==> config.mk <==
export PLATFORM = sky130hd
export DESIGN_NAME = sbus_node
export DESIGN_NICKNAME = d
export VERILOG_FILES = /design/src/rtl/sbus_pkg.sv /design/src/rtl/sbus_sync_edge.sv /design/src/rtl/sbus_eop_det.sv /design/src/rtl/sbus_framer.sv /design/src/rtl/sbus_node.sv
export SDC_FILE = /design/constraint.sdc
export NUM_CORES = 1
export LEC_CHECK = 0
export CORE_UTILIZATION = 45
export DETAILED_ROUTE_END_ITERATION = 10
export HOLD_SLACK_MARGIN = 0.03
export SYNTH_ARGS = -nofsm -noshare
export SYNTH_HDL_FRONTEND = slang
export SYNTH_HIERARCHICAL = 1
export SYNTH_SLANG_ARGS = --single-unit
==> constraint.sdc <==
create_clock -name clk_i -period 6.2 [get_ports clk_i]
set_clock_uncertainty 0.1 [all_clocks]
set_input_delay 1.24 -clock clk_i [delete_from_list [all_inputs] [get_ports clk_i]]
set_output_delay 1.24 -clock clk_i [all_outputs]
set_load 0.005 [all_outputs]
==> src/rtl/sbus_pkg.sv <==
package sbus_pkg;
  localparam logic [7:0] CHK_INIT = 8'hAA;
  localparam logic [7:0] CHK_MUL  = 8'd167;
  localparam logic [7:0] CHK_ADD  = 8'd59;

  // odd multiplier keeps the byte map a permutation
  function automatic logic [7:0] chk_step(input logic [7:0] code, input logic [7:0] data);
    logic [7:0] x;
    x = code ^ data;
    return x * CHK_MUL + CHK_ADD;
  endfunction
endpackage

==> src/rtl/sbus_sync_edge.sv <==
module sbus_sync_edge #(
  parameter int STAGES = 2
) (
  input  logic clk_i,
  input  logic rst_ni,
  input  logic sclk_i,
  input  logic sdi_i,
  output logic sclk_o,
  output logic sdi_o,
  output logic rise_o,
  output logic fall_o
);
  logic [STAGES:0]   sclk_q;
  logic [STAGES-1:0] sdi_q;

  always_ff @(posedge clk_i or negedge rst_ni) begin
    if (!rst_ni) begin
      sclk_q <= '0;
      sdi_q  <= '0;
    end else begin
      sclk_q <= {sclk_q[STAGES-1:0], sclk_i};
      sdi_q  <= {sdi_q[STAGES-2:0], sdi_i};
    end
  end

  assign sclk_o = sclk_q[STAGES-1];
  assign sdi_o  = sdi_q[STAGES-1];
  assign rise_o = sclk_q[STAGES-1] & ~sclk_q[STAGES];
  assign fall_o = ~sclk_q[STAGES-1] & sclk_q[STAGES];
endmodule

==> src/rtl/sbus_eop_det.sv <==
module sbus_eop_det #(
  parameter int LIMIT = 1600
) (
  input  logic clk_i,
  input  logic rst_ni,
  input  logic sclk_i,
  output logic eop_o
);
  localparam int CW = $clog2(LIMIT + 1);
  localparam logic [CW-1:0] LIM = CW'(LIMIT);

  logic [CW-1:0] cnt_q;

  // starts saturated: no strobe until the clock has been seen high
  always_ff @(posedge clk_i or negedge rst_ni) begin
    if (!rst_ni) begin
      cnt_q <= LIM;
      eop_o <= 1'b0;
    end else begin
      eop_o <= 1'b0;
      if (sclk_i) begin
        cnt_q <= '0;
      end else if (cnt_q != LIM) begin
        cnt_q <= cnt_q + 1'b1;
        if (cnt_q == LIM - 1'b1) eop_o <= 1'b1;
      end
    end
  end
endmodule

==> src/rtl/sbus_framer.sv <==
module sbus_framer #(
  parameter int BYTE_MAX = 32,
  localparam int BW = $clog2(BYTE_MAX + 1)
) (
  input  logic          clk_i,
  input  logic          rst_ni,
  input  logic          clr_i,
  input  logic          fall_i,
  input  logic          sdi_i,
  output logic [2:0]    bit_idx_o,
  output logic [BW-1:0] byte_cnt_o,
  output logic          done_o,
  output logic [BW-1:0] done_idx_o,
  output logic [7:0]    byte_o
);
  localparam logic [BW-1:0] MAX_T = BW'(BYTE_MAX);

  logic [6:0] sh_q;

  always_ff @(posedge clk_i or negedge rst_ni) begin
    if (!rst_ni) begin
      sh_q       <= '0;
      bit_idx_o  <= '0;
      byte_cnt_o <= '0;
      done_o     <= 1'b0;
      done_idx_o <= '0;
      byte_o     <= '0;
    end else if (clr_i) begin
      sh_q       <= '0;
      bit_idx_o  <= '0;
      byte_cnt_o <= '0;
      done_o     <= 1'b0;
      done_idx_o <= '0;
    end else begin
      done_o <= 1'b0;
      if (fall_i) begin
        sh_q      <= {sh_q[5:0], sdi_i};
        bit_idx_o <= bit_idx_o + 3'd1;
        if (bit_idx_o == 3'd7) begin
          done_o     <= 1'b1;
          byte_o     <= {sh_q, sdi_i};
          done_idx_o <= byte_cnt_o;
          if (byte_cnt_o != MAX_T) byte_cnt_o <= byte_cnt_o + 1'b1;
        end
      end
    end
  end
endmodule

==> src/rtl/sbus_node.sv <==
module sbus_node
  import sbus_pkg::*;
#(
  parameter int N_NODES   = 4,
  parameter int CMD_BYTES = 4,
  parameter int RPT_BYTES = 4,
  parameter int NODE_IDX  = 0,
  parameter int BIT_CYC   = 100,
  parameter int EOP_BITS  = 16
) (
  input  logic                   clk_i,
  input  logic                   rst_ni,
  input  logic                   sclk_i,
  input  logic                   sdi_i,
  input  logic [8*RPT_BYTES-1:0] rpt_i,
  output logic                   sdo_o,
  output logic                   sdo_oe_o,
  output logic [8*CMD_BYTES-1:0] cmd_o,
  output logic                   cmd_valid_o
);
  localparam int BCAST  = N_NODES * CMD_BYTES;
  localparam int TOT    = BCAST + 1 + N_NODES * (RPT_BYTES + 1);
  localparam int BW     = $clog2(TOT + 1);
  localparam int CMD_LO = NODE_IDX * CMD_BYTES;
  localparam int WIN_S  = BCAST + 1 + NODE_IDX * (RPT_BYTES + 1);
  localparam logic [BW-1:0] BCAST_T  = BW'(BCAST);
  localparam logic [BW-1:0] CMD_LO_T = BW'(CMD_LO);
  localparam logic [BW-1:0] WIN_S_T  = BW'(WIN_S);
  localparam logic [BW-1:0] K_T      = BW'(RPT_BYTES);

  logic          sclk_s, sdi_s, rise, fall, eop, byte_done;
  logic [2:0]    bit_idx;
  logic [BW-1:0] byte_cnt, done_idx, win_slot, done_win_slot, done_cmd_slot;
  logic [7:0]    rx_byte, code_q, tx_byte, done_rpt;
  logic [8*RPT_BYTES-1:0] rpt_q;
  logic [8*CMD_BYTES-1:0] cmd_q;
  logic [7:0]    rpt_in_b [RPT_BYTES];
  logic [7:0]    rpt_q_b  [RPT_BYTES];
  logic          in_win, first_bit;

  sbus_sync_edge #(.STAGES(2)) u_sync (
    .clk_i(clk_i), .rst_ni(rst_ni), .sclk_i(sclk_i), .sdi_i(sdi_i),
    .sclk_o(sclk_s), .sdi_o(sdi_s), .rise_o(rise), .fall_o(fall)
  );

  sbus_eop_det #(.LIMIT(EOP_BITS * BIT_CYC)) u_eop (
    .clk_i(clk_i), .rst_ni(rst_ni), .sclk_i(sclk_s), .eop_o(eop)
  );

  sbus_framer #(.BYTE_MAX(TOT)) u_framer (
    .clk_i(clk_i), .rst_ni(rst_ni), .clr_i(eop), .fall_i(fall), .sdi_i(sdi_s),
    .bit_idx_o(bit_idx), .byte_cnt_o(byte_cnt), .done_o(byte_done),
    .done_idx_o(done_idx), .byte_o(rx_byte)
  );

  for (genvar j = 0; j < RPT_BYTES; j++) begin : g_rpt
    assign rpt_in_b[j] = rpt_i[8*(RPT_BYTES-1-j) +: 8];
    assign rpt_q_b[j]  = rpt_q[8*(RPT_BYTES-1-j) +: 8];
  end

  assign win_slot      = byte_cnt - WIN_S_T;
  assign done_win_slot = done_idx - WIN_S_T;
  assign done_cmd_slot = done_idx - CMD_LO_T;
  assign in_win        = (win_slot <= K_T);
  assign first_bit     = (win_slot == '0) && (bit_idx == 3'd0);

  always_comb begin
    tx_byte  = code_q;
    done_rpt = '0;
    for (int j = 0; j < RPT_BYTES; j++) begin
      if (win_slot == BW'(j)) tx_byte = first_bit ? rpt_in_b[j] : rpt_q_b[j];
      if (done_win_slot == BW'(j)) done_rpt = rpt_q_b[j];
    end
  end

  always_ff @(posedge clk_i or negedge rst_ni) begin
    if (!rst_ni) begin
      code_q      <= CHK_INIT;
      cmd_q       <= '0;
      cmd_o       <= '0;
      cmd_valid_o <= 1'b0;
      sdo_oe_o    <= 1'b0;
      sdo_o       <= 1'b0;
      rpt_q       <= '0;
    end else begin
      cmd_valid_o <= 1'b0;
      if (eop) begin
        // framing reset outranks any window activity
        code_q   <= CHK_INIT;
        sdo_oe_o <= 1'b0;
        sdo_o    <= 1'b0;
      end else begin
        if (rise && in_win) begin
          sdo_oe_o <= 1'b1;
          sdo_o    <= tx_byte[3'd7 - bit_idx];
          if (first_bit) rpt_q <= rpt_i;
        end
        if (byte_done) begin
          if (done_idx < BCAST_T) begin
            code_q <= chk_step(code_q, rx_byte);
            for (int j = 0; j < CMD_BYTES; j++)
              if (done_cmd_slot == BW'(j)) cmd_q[8*(CMD_BYTES-1-j) +: 8] <= rx_byte;
          end else if (done_idx == BCAST_T) begin
            if (rx_byte == code_q) begin
              cmd_o       <= cmd_q;
              cmd_valid_o <= 1'b1;
            end
            code_q <= CHK_INIT;
          end else if (done_win_slot < K_T) begin
            code_q <= chk_step(code_q, done_rpt);
          end
          if (done_win_slot == K_T) begin
            sdo_oe_o <= 1'b0;
            sdo_o    <= 1'b0;
          end
        end
      end
    end
  end
endmodule

==> results.md <==
| Item | Value | Unit |
|:---|:---|:---|
| Wire length per cell after detailed routing | 18.6 | um |
| Final wirelength | 19.7 | mm |
| Most common library cell in the layout ignoring fill and taps | sky130_fd_sc_hd__dfrtp_1 | - |
| Fraction of layout instances using a drive strength above 1 | 19.4 | % |
| Async S/R FF share, synth | 100 | % |
| Placer Congestion | 0.910 | - |
| Post-synthesis register bit count | 155 | - |
| CP max-delay cell | sky130_fd_sc_hd__dfrtp_1 | - |
| Commonest non-fill, non-tap cells in the layout | 148 x sky130_fd_sc_hd__dfrtp_1, 91 x sky130_fd_sc_hd__mux2_2, 69 x sky130_fd_sc_hd__clkdlybuf4s50_1 | - |
| Max Cap Viol | 0 | - |
| Cell Rows | 50 | - |
| Cell area after placement | 0.00952 | mm^2 |
| Maximum operating frequency | 179 | MHz |
| Syn nets | 847 | - |
| CTS buffer count | 17 | - |
| Distinct cells, synth | 74 | - |
| Worst slew pin tran | 1.00 | ns |
| Via density | 5.57 | - |
| Number of failing setup endpoints in the final timing report | 0 | - |
| Max Buffers Root-to-Sink | 2 | - |
| Storage element area | 0.00389 | mm^2 |
| Die ar. | 0.0197 | mm^2 |
| Outcome | finished clean | - |
| Fillers | 1638 | - |
| Clock period minus final worst setup slack | 5.60 | ns |
| Floorplan Core Area | 0.0187 | mm^2 |
| CP top delay family | adder cells | - |
| Sink count of the clock tree | 155 | - |
| Syn avg cell area | 11.5 | um^2 |
| Max Slew Vio Count | 0 | - |
| Residual DRC count | 0 | - |
| Data arrival time of the critical path | 5.87 | ns |
| Maximum fanout along the worst path | 23 | - |
| Hold buffer count at CTS | 0 | - |
| Critical register-to-register path startpoint | u_framer/done_idx_o[0] | - |
| Gr ovfl total | 0 | - |
| Count of H-tree levels built during CTS | 4 | - |
| Area of the multi-input gates | 0.00442 | mm^2 |
| Crit path launch | u_framer/done_idx_o[0] | - |
| CP peak stage delay | 0.86 | ns |
| Layout Utilization | 54.2 | % |
| Rel. slew slack | 33.3 | % |
| Final number of hold-violating endpoints | 0 | - |
| Setup repair after global routing missed its margin | false | - |
| Ys Warns | 6 | - |
| Chain of cells forming the critical path | nor2b_1 -> a22o_1 -> a22oi_1 -> xnor2_1 -> xor2_1 -> ha_1 -> or2_2 -> ha_1 -> fa_1 -> inv_1 -> ha_1 -> inv_1 -> o21ai_0 -> a21oi_1 -> o21ba_2 -> xor2_1 -> xnor3_1 -> a22oi_1 -> o22a_1 | - |
| Net total in the final layout | 912 | - |
| Cell at the root of the clock tree | sky130_fd_sc_hd__clkbuf_16 | - |
| Worst Path Class, Setup | register to register | - |
| Classification of the worst-slack hold path | register to register | - |
| TritonCTS clock tree | yes | - |
| Die X-Extent | 140 | um |
| Wire length of the first global-routing pass | 32.9 | mm |
| Top_reg_cell synth | sky130_fd_sc_hd__dfrtp_1 | - |
| Top Ports | 71 | - |
| Overall Global Routing Usage | 21.7 | % |
| Sequential fraction of the synthesis area | 45.1 | % |
| Number of I/O port buffers | 70 | - |
| Vias after detailed routing | 5917 | - |
| Period utilisation layout | 90.2 | % |
| Crit end category | register | - |
| Total half-perimeter wirelength after legalization and detailed placement | 14.4 | mm |
| Clock slew at reported path FFs | 0.07 | ns |
| Worst-skew pair later-pin latency | 0.43 | ns |
| Number of nets with antenna violations after detailed routing | 0 | - |
| First-iteration detailed-routing DRC count | 328 | - |
| Number of cells upsized or downsized after cts | 0 | - |
| Post-route cell area | 0.0101 | mm^2 |
| Number of inserted diodes | 0 | - |
| TNS Setup | 0 | ns |
| Detailed-routing iteration count for the pre-antenna-repair pass | 4 | - |
| Most used cell along the critical path | sky130_fd_sc_hd__ha_1 | - |
| Number of synthesized flops with an enable pin | 0 | - |
| Pin count of the biggest net entering global routing | 111 | - |
| Required time of the critical path | 6.48 | ns |
| Category of the worst setup path launch point | register | - |
| Post-synthesis to final-layout area growth | 17.8 | % |
| Initial Utilization | 46.0 | % |
| Buf+Inv Stages, Crit Path | 2 | - |
| Post-Syn Instances | 750 | - |
| Antenna violations before repair | 0 | - |
| Post-CTS Setup Bufs | 0 | - |
| Vias in the first global route | 6154 | - |
| Hold wc startpoint | u_sync/sdi_q[0] | - |
| Chip height | 140 | um |
| Post-route worst hold slack | 0.252 | ns |
| Post-synthesis cell area | 0.00861 | mm^2 |
## final cells by class
class	instances	area share, %
Multi-Input combinational cell	519	43.6
Sequential cell	155	38.3
Timing Repair Buffer	75	7.29
Clock buffer	17	4.19
Tap cell	234	2.89
Clock inverter	15	1.97
Inverter	47	1.74
## path summary, 6_finish.rpt
path,endpoint,slack [ns],cells after the start
hold reg to reg,u_sync/sdi_q[1],0.25,0
max in group asynchronous,u_framer/bit_idx_o[2],3.95,2
hold / removal,u_sync/sdi_q[1],0.25,0
setup / recovery,code_q[7],0.60,19
setup reg to reg,code_q[7],0.60,19
min in group asynchronous,cmd_o[19],0.84,1
## per-stage QoR
stage          worst slack (ns)  instances
2_1_floorplan              1.26        750
3_3_place_gp              0.920       1030
3_5_place_dp              0.598       1030
4_1_cts                   0.574       1062
5_1_grt                   0.191       1062
6_report                  0.605       1062
## cell families (layout without fill, tap and decap cells)
| family | count (synthesis) | in the layout | share of synthesized area [%] |
|---|---|---|---|
| simple gates | 168 | 168 | 10.5 |
| flops | 155 | 155 | 45.1 |
| mux | 128 | 128 | 17.1 |
| compound gates | 115 | 115 | 8.46 |
| buf+inv | 76 | 154 | 3.68 |
| fa+ha+maj | 61 | 61 | 10.2 |
| xor+xnor | 47 | 47 | 4.94 |
## state kept, by name, indices dropped and copies added, names as in the netlist
signal	flops
u_framer/byte_cnt_o	6
u_framer/done_idx_o	6
u_eop/cnt_q	11
u_sync/sdi_q	2
cmd_valid_o	1
u_framer/byte_o	8
u_eop/eop_o	1
u_sync/sclk_q	3
cmd_q	32
sdo_oe_o	1
u_framer/done_o	1
rpt_q	32
code_q	8
cmd_o	32
sdo_o	1
u_framer/sh_q	7
u_framer/bit_idx_o	3
## layer usage
layer	wire length, um	vias up	part of all wire [%]	global-route usage, %
met5	0	-	0	0
met4	282	0	1.4	7.69
met3	564	21	2.9	4.03
met1	9120	3016	46	28.8
li1	-	2787	-	-
met2	9770	93	50	35.6
## cell usage after synthesis (all sizes together) (18+ instances only)
| master | number | area share, % |
|---|---|---|
| dfrtp | 148 | 43 |
| xnor2 | 27 | 2.7 |
| nor2 | 34 | 1.5 |
| inv | 47 | 2.0 |
| a21oi | 40 | 2.3 |
| nand2 | 51 | 2.2 |
| mux2i | 18 | 2.1 |
| ha | 46 | 6.7 |
| mux2 | 108 | 15 |
| clkbuf | 19 | 0.96 |
| o21ai | 22 | 1.3 |
| xor2 | 19 | 1.9 |
## worst register-to-register path, stage by stage (launching register included)
cell and delay (ns):
sky130_fd_sc_hd__dfrtp_1 0.86, sky130_fd_sc_hd__nor2b_1 0.45, sky130_fd_sc_hd__a22o_1 0.22, sky130_fd_sc_hd__a22oi_1 0.07, sky130_fd_sc_hd__xnor2_1 0.55, sky130_fd_sc_hd__xor2_1 0.15
sky130_fd_sc_hd__ha_1 0.20, sky130_fd_sc_hd__or2_2 0.29, sky130_fd_sc_hd__ha_1 0.32, sky130_fd_sc_hd__fa_1 0.54, sky130_fd_sc_hd__inv_1 0.04, sky130_fd_sc_hd__ha_1 0.32
sky130_fd_sc_hd__inv_1 0.05, sky130_fd_sc_hd__o21ai_0 0.30, sky130_fd_sc_hd__a21oi_1 0.12, sky130_fd_sc_hd__o21ba_2 0.21, sky130_fd_sc_hd__xor2_1 0.15, sky130_fd_sc_hd__xnor3_1 0.23
sky130_fd_sc_hd__a22oi_1 0.18, sky130_fd_sc_hd__o22a_1 0.16
Power is left out: the tool's default activity adds up to more than one toggle a clock period on the data nets, which glitch-free logic cannot reach.
